==> src/rtl/wm_bank.sv <==
module wm_bank #(
  parameter int SETS     = 4,
  parameter int FIELDS   = 5,
  parameter int NS_W     = 20,
  parameter int MHZ_W    = 12,
  parameter int WM_W     = 21,
  parameter int SAT_W    = 18,
  parameter int OUT_W    = 7,
  parameter int SAT_MULT = 60,
  parameter int MIN_OUT  = 68,
  parameter int HAS_SR   = 1
) (
  input  logic             clk,
  input  logic             rst,
  input  logic [MHZ_W-1:0] refclk_mhz,
  input  logic             stutter_off,
  input  logic             wr_valid,
  output logic             wr_ready,
  input  logic [1:0]       wr_set,
  input  logic [2:0]       wr_field,
  input  logic [NS_W-1:0]  wr_ns,
  input  logic             chg_req,
  output logic             chg_done,
  input  logic [1:0]       rd_set,
  input  logic [2:0]       rd_field,
  output logic [WM_W-1:0]  rd_data,
  output logic [SAT_W-1:0] sat_level,
  output logic [OUT_W-1:0] min_outstanding,
  output logic             sr_force_en,
  output logic             sr_force_val
);
  localparam int PROD_W  = NS_W + MHZ_W;
  localparam int ENTRIES = SETS * FIELDS;
  localparam int F_SR_IN = 2;
  localparam int F_SR_EX = 3;
  localparam logic [WM_W-1:0]   WM_MAX  = '1;
  localparam logic [PROD_W-1:0] DIVISOR = PROD_W'(1000);

  logic [WM_W-1:0]   shadow_q [ENTRIES];
  logic [WM_W-1:0]   active_q [ENTRIES];
  logic              p1_valid;
  logic [PROD_W-1:0] p1_prod;
  logic [1:0]        p1_set;
  logic [2:0]        p1_field;
  logic              req_q, commit_q, done_q;
  logic [SAT_W-1:0]  sat_q;
  logic [OUT_W-1:0]  minout_q;
  logic              force_q;

  function automatic logic slot_ok(input logic [1:0] s, input logic [2:0] f);
    int fi;
    fi = int'(f);
    return (int'(s) < SETS) && (fi < FIELDS) &&
           ((HAS_SR != 0) || ((fi != F_SR_IN) && (fi != F_SR_EX)));
  endfunction

  function automatic int slot(input logic [1:0] s, input logic [2:0] f);
    return int'(s) * FIELDS + int'(f);
  endfunction

  logic accept, commit;
  logic [PROD_W-1:0] quot;
  logic [WM_W-1:0]   wm_sat;

  assign wr_ready = !p1_valid;
  assign accept   = wr_valid && wr_ready;
  assign commit   = chg_req && !req_q;
  assign quot     = p1_prod / DIVISOR;
  assign wm_sat   = (quot > PROD_W'(WM_MAX)) ? WM_MAX : quot[WM_W-1:0];

  always_ff @(posedge clk) begin
    if (rst) begin
      for (int i = 0; i < ENTRIES; i++) begin
        shadow_q[i] <= '0;
        active_q[i] <= '0;
      end
      p1_valid <= 1'b0;
      p1_prod  <= '0;
      p1_set   <= '0;
      p1_field <= '0;
      req_q    <= 1'b0;
      commit_q <= 1'b0;
      done_q   <= 1'b0;
      sat_q    <= '0;
      minout_q <= '0;
      force_q  <= 1'b0;
    end else begin
      p1_valid <= accept;
      if (accept) begin
        p1_prod  <= PROD_W'(wr_ns) * PROD_W'(refclk_mhz);
        p1_set   <= wr_set;
        p1_field <= wr_field;
      end
      if (p1_valid && slot_ok(p1_set, p1_field))
        shadow_q[slot(p1_set, p1_field)] <= wm_sat;
      req_q    <= chg_req;
      commit_q <= commit;
      done_q   <= commit_q;
      if (commit) begin
        for (int i = 0; i < ENTRIES; i++) active_q[i] <= shadow_q[i];
        sat_q    <= SAT_W'(SAT_MULT) * SAT_W'(refclk_mhz);
        minout_q <= OUT_W'(MIN_OUT);
        force_q  <= stutter_off;
      end
    end
  end

  always_comb begin
    rd_data = '0;
    if (slot_ok(rd_set, rd_field)) rd_data = active_q[slot(rd_set, rd_field)];
  end

  assign chg_done        = done_q;
  assign sat_level       = sat_q;
  assign min_outstanding = minout_q;
  assign sr_force_en     = force_q;
  assign sr_force_val    = 1'b0;


  overlap_chk: assert property (@(posedge clk) disable iff (rst)
    (wr_valid && wr_ready) |=> !wr_ready);


  drain_chk: assert property (@(posedge clk) disable iff (rst)
    !wr_ready |=> wr_ready);


  done_pulse_chk: assert property (@(posedge clk) disable iff (rst)
    chg_done |=> !chg_done);


  active_hold_chk: assert property (@(posedge clk) disable iff (rst)
    !(chg_req && !req_q) |=>
      (!$stable(rd_set) || !$stable(rd_field) || $stable(rd_data)));


  force_val_chk: assert property (@(posedge clk) disable iff (rst)
    !sr_force_val);
endmodule

==> config.mk <==
export PLATFORM = sky130hd
export DESIGN_NAME = wm_bank
export DESIGN_NICKNAME = d
export VERILOG_FILES = /design/src/rtl/wm_bank.sv
export SDC_FILE = /design/constraint.sdc
export NUM_CORES = 2
export LEC_CHECK = 0
export ABC_CLOCK_PERIOD_IN_PS = 21400
export BUFFER_PORTS_ARGS = -buffer_cell sky130_fd_sc_hd__buf_2
export CORE_AREA = 2 2 335 337
export CTS_BUF_LIST = sky130_fd_sc_hd__clkbuf_4
export DETAILED_ROUTE_END_ITERATION = 7
export DIE_AREA = 0 0 337 339
export GPL_ROUTABILITY_DRIVEN = 0
export PLACE_DENSITY_LB_ADDON = 0.2
export SYNTH_ARGS = -nofsm -noshare
export SYNTH_HDL_FRONTEND = slang
export SYNTH_SLANG_ARGS = --single-unit
==> constraint.sdc <==
create_clock -name clk -period 21.4 [get_ports clk]
set_input_delay 1.07 -clock clk [delete_from_list [all_inputs] [get_ports clk]]
set_output_delay 1.07 -clock clk [all_outputs]
set_load 0.02 [all_outputs]
==> impl_metrics.py <==
metrics = {
    "global_routing": {
        "gr-usage-all-layers_pct": 21.6,
        "use_met1_pct": 28.3,
        "grt.overflow.total": 0,
        "grt_pass1_wl_microns": 194000,
        "antenna_found_initial": 3,
        "use_met3_pct": 3.42,
        "grt_max_degree": 247,
        "grtUsageMet2_pct": 37.5,
        "busiest_layer": "met2",
        "grt_pass1_vias": 34300,
    },
    "cts": {
        "cts.root.buffer_cell": "clkbuf_4",
        "post_cts_buffers": 0,
        "cts_tree": "yes",
        "clk_pin_slew_ns": 0.06,
        "clk_latency_ns": 1.06,
        "h-tree-depth": 4,
        "numCtsBuffers": 226,
        "clock-sinks": 899,
        "ctsHoldBuffers": 0,
        "cts_max_path_buffers": 3,
        "postCtsResizedCells": 0,
    },
    "synthesis": {
        "synthDistinctLibCells": 163,
        "synth_top_area_share_pct": 48.9,
        "synth_area_leader_cell": "edfxtp_1",
        "yosysMostFrequentCell": "edfxtp_1",
        "async_flop_share_pct": 0,
        "synth-seq-cells": 899,
        "netlist_instances": 4317,
        "yosysWarnings": 0,
        "synth-main-ff-cell": "edfxtp_1",
        "yosys-top-cells-count": "840 x edfxtp_1, 504 x nor2_1, 411 x nand2_1, 386 x and3_1, 255 x clkbuf_1",
        "synthTopCellsByArea": "edfxtp_1 49%, fa_1 7.9%, mux4_2 5.5%",
        "synth_area_per_cell_sq_um": 11.9,
        "ys_seq_area_share_pct": 51.2,
        "syn_area_sq_um": 51600,
        "synth_edf_count": 840,
    },
    "routing": {
        "wl_per_cell_microns": 20.3,
        "drcViolationCount": 0,
        "drt_iter0_drc": 2622,
        "vias": 34000,
        "via_per_inst": 5.63,
        "drt_wl_total_microns": 123000,
        "postRouteAntennaNets": 0,
        "drt_pass1_iterations": 5,
    },
    "floorplanning": {
        "die_y_microns": 339,
        "placementRows": 122,
        "dieArea_sq_um": 114000,
        "ios": 97,
        "dieWidth_microns": 337,
        "coreArea_sq_um": 110000,
        "start_util_pct": 46.7,
    },
    "placed_design": {
        "placed_area_sq_um": 53000,
        "dp_hpwl_microns": 80300,
        "io_buffers": 88,
    },
    "job": {
        "drv_cap": 0,
    },
    "worst_setup_path": {
        "cp.required_ns": 22.20,
        "cp_top_family": "compound AO/OA/AOI/OAI gates",
        "end_kind": "register",
        "critPathLaunchType": "register",
        "crit_fanout": 22,
        "cp_slowest_cell": "o41ai_4",
        "cp_num_buf_inv": 2,
        "worstSetupPathType": "register to register",
        "critPathMaxStageDelay_ns": 1.08,
        "worstPathArrival_ns": 19.26,
    },
    "finish": {
        "fillers": 9748,
        "area_delta_synth_final_pct": 8.40,
        "final_layout_size_suffix_gt1_share_pct": 19.6,
        "fin_area_sq_um": 55900,
        "finalNetCount": 4731,
    },
    "timing": {
        "fin_crit_ns": 18.46,
        "worstMarginPinSlew_ns": 1.20,
        "rsz0062_at_grt": "false",
        "tns_ns": 0,
        "slew_headroom_pct": 19.5,
        "max_freq_ghz": 0.0542,
        "hold_viol": 0,
        "setup_viol": 0,
        "finClkSkew_ns": 0.0694,
        "post-route-period-util_pct": 86.3,
        "finalMaxSlewViolations": 0,
    },
    "worst_hold_path": {
        "hold_class": "input port to register",
    },
    "run_status": {
        "status": "complete, no violations",
    },
}
kinds of logic (layout without fill, tap and decap cells):
group,count (synthesis),after routing,share of synthesized area (%)
other,1,9,0.00727
AOI/OAI and AO/OA,599,599,9.28
buffers and inverters,564,787,4.81
and+or+nand+nor,1693,1693,16.3
muxes,157,157,6.15
xor gates and xnor gates,92,92,1.71
adders and majority gates,312,312,10.5
DFF,899,899,51.2
routing by layer:
metal	routed length, microns	share of wire [%]	up-vias
met3	5610	4.6	149
met5	27	0.022	-
li1	-	-	15800
met4	1810	1.5	4
met2	62200	51	871
met1	52900	43	17100
cell usage in the layout, fill, tap and decap left out, types with 21 or more instances in the layout:
cell      synthesis  layout
nor2b_1          51      49
nor2_2           22      26
edfxtp_1        840     840
clkbuf_4          3     344
ha_1            101      99
nor3_1           47      44
a21oi_1         153     151
o21ai_0          39      39
a31oi_1          24      24
mux4_2          126     126
clkinv_1          1      29
xor2_1           22      21
buf_4            20      76
a211oi_1         30      30
dfxtp_1          59      59
buf_2            10      87
inv_1           224     222
nand3_1          51      51
nand2_1         411     411
fa_1            203     203
nor2_1          504     500
xnor2_1          63      63
o211ai_1         27      27
and3_1          386     386
and2_1           82      82
o21bai_1         30      30
final timing paths:
| path | from | end | slack [ns] | cells past startpoint |
|---|---|---|---|---|
| setup / recovery | p1_prod[31]$_SDFFE_PP0P_ | shadow_q[1][0]$_SDFFCE_PN0P_ | 2.94 | 53 |
| hold / removal | stutter_off | sr_force_en$_SDFFE_PP0P_ | 0.28 | 2 |
| setup reg to reg | p1_prod[31]$_SDFFE_PP0P_ | shadow_q[1][0]$_SDFFCE_PN0P_ | 2.94 | 53 |
| hold reg to reg | p1_prod[0]$_SDFFE_PP0P_ | p1_prod[0]$_SDFFE_PP0P_ | 0.46 | 2 |
layout make-up:
| type | count | area [sq um] | share of cell area, % |
|---|---|---|---|
| Timing Repair Buffer | 166 | 1070 | 1.91 |
| Antenna cell | 1 | 2.50 | 0.00448 |
| Clock inverter | 51 | 310 | 0.555 |
| Inverter | 226 | 863 | 1.54 |
| Clock buffer | 344 | 2580 | 4.62 |
| Tap cell | 1488 | 1860 | 3.33 |
| Multi-Input combinational cell | 2861 | 22800 | 40.8 |
| Sequential cell | 899 | 26400 | 47.2 |
flip-flops by register name, indices dropped and copies added (netlist names):
name	count
active_q	420
sat_level	16
shadow_q	420
min_outstanding	1
chg_done	1
p1_set	2
req_q	1
p1_field	3
commit_q	1
sr_force_en	1
p1_valid	1
p1_prod	32
metrics by stage:
step / hold WS [ns] / instances / setup WS (ns) / util [%]
6_report: 0.275 / 6036 / 2.94 / 50.7
3_5_place_dp: 0.453 / 5640 / 3.24 / 48.0
5_1_grt: 0.178 / 6036 / 1.39 / 50.7
3_3_place_gp: 0.445 / 5640 / 3.57 / 48.0
4_1_cts: 0.117 / 6035 / 3.21 / 50.7
2_1_floorplan: 0.414 / 4324 / 6.33 / -
worst register-to-register path, delay by kind of cell, from the launching register on:
kind	cells	cell delay [ns]
AO/OA/AOI/OAI	33	10.65
multiplexers	2	0.77
buffers and inverters	2	0.68
AND/OR/NAND/NOR	16	5.32
flip-flops	1	0.81
Power is left out: the tool's default activity adds up to more than one toggle a clock period on the data nets, which glitch-free logic cannot reach.
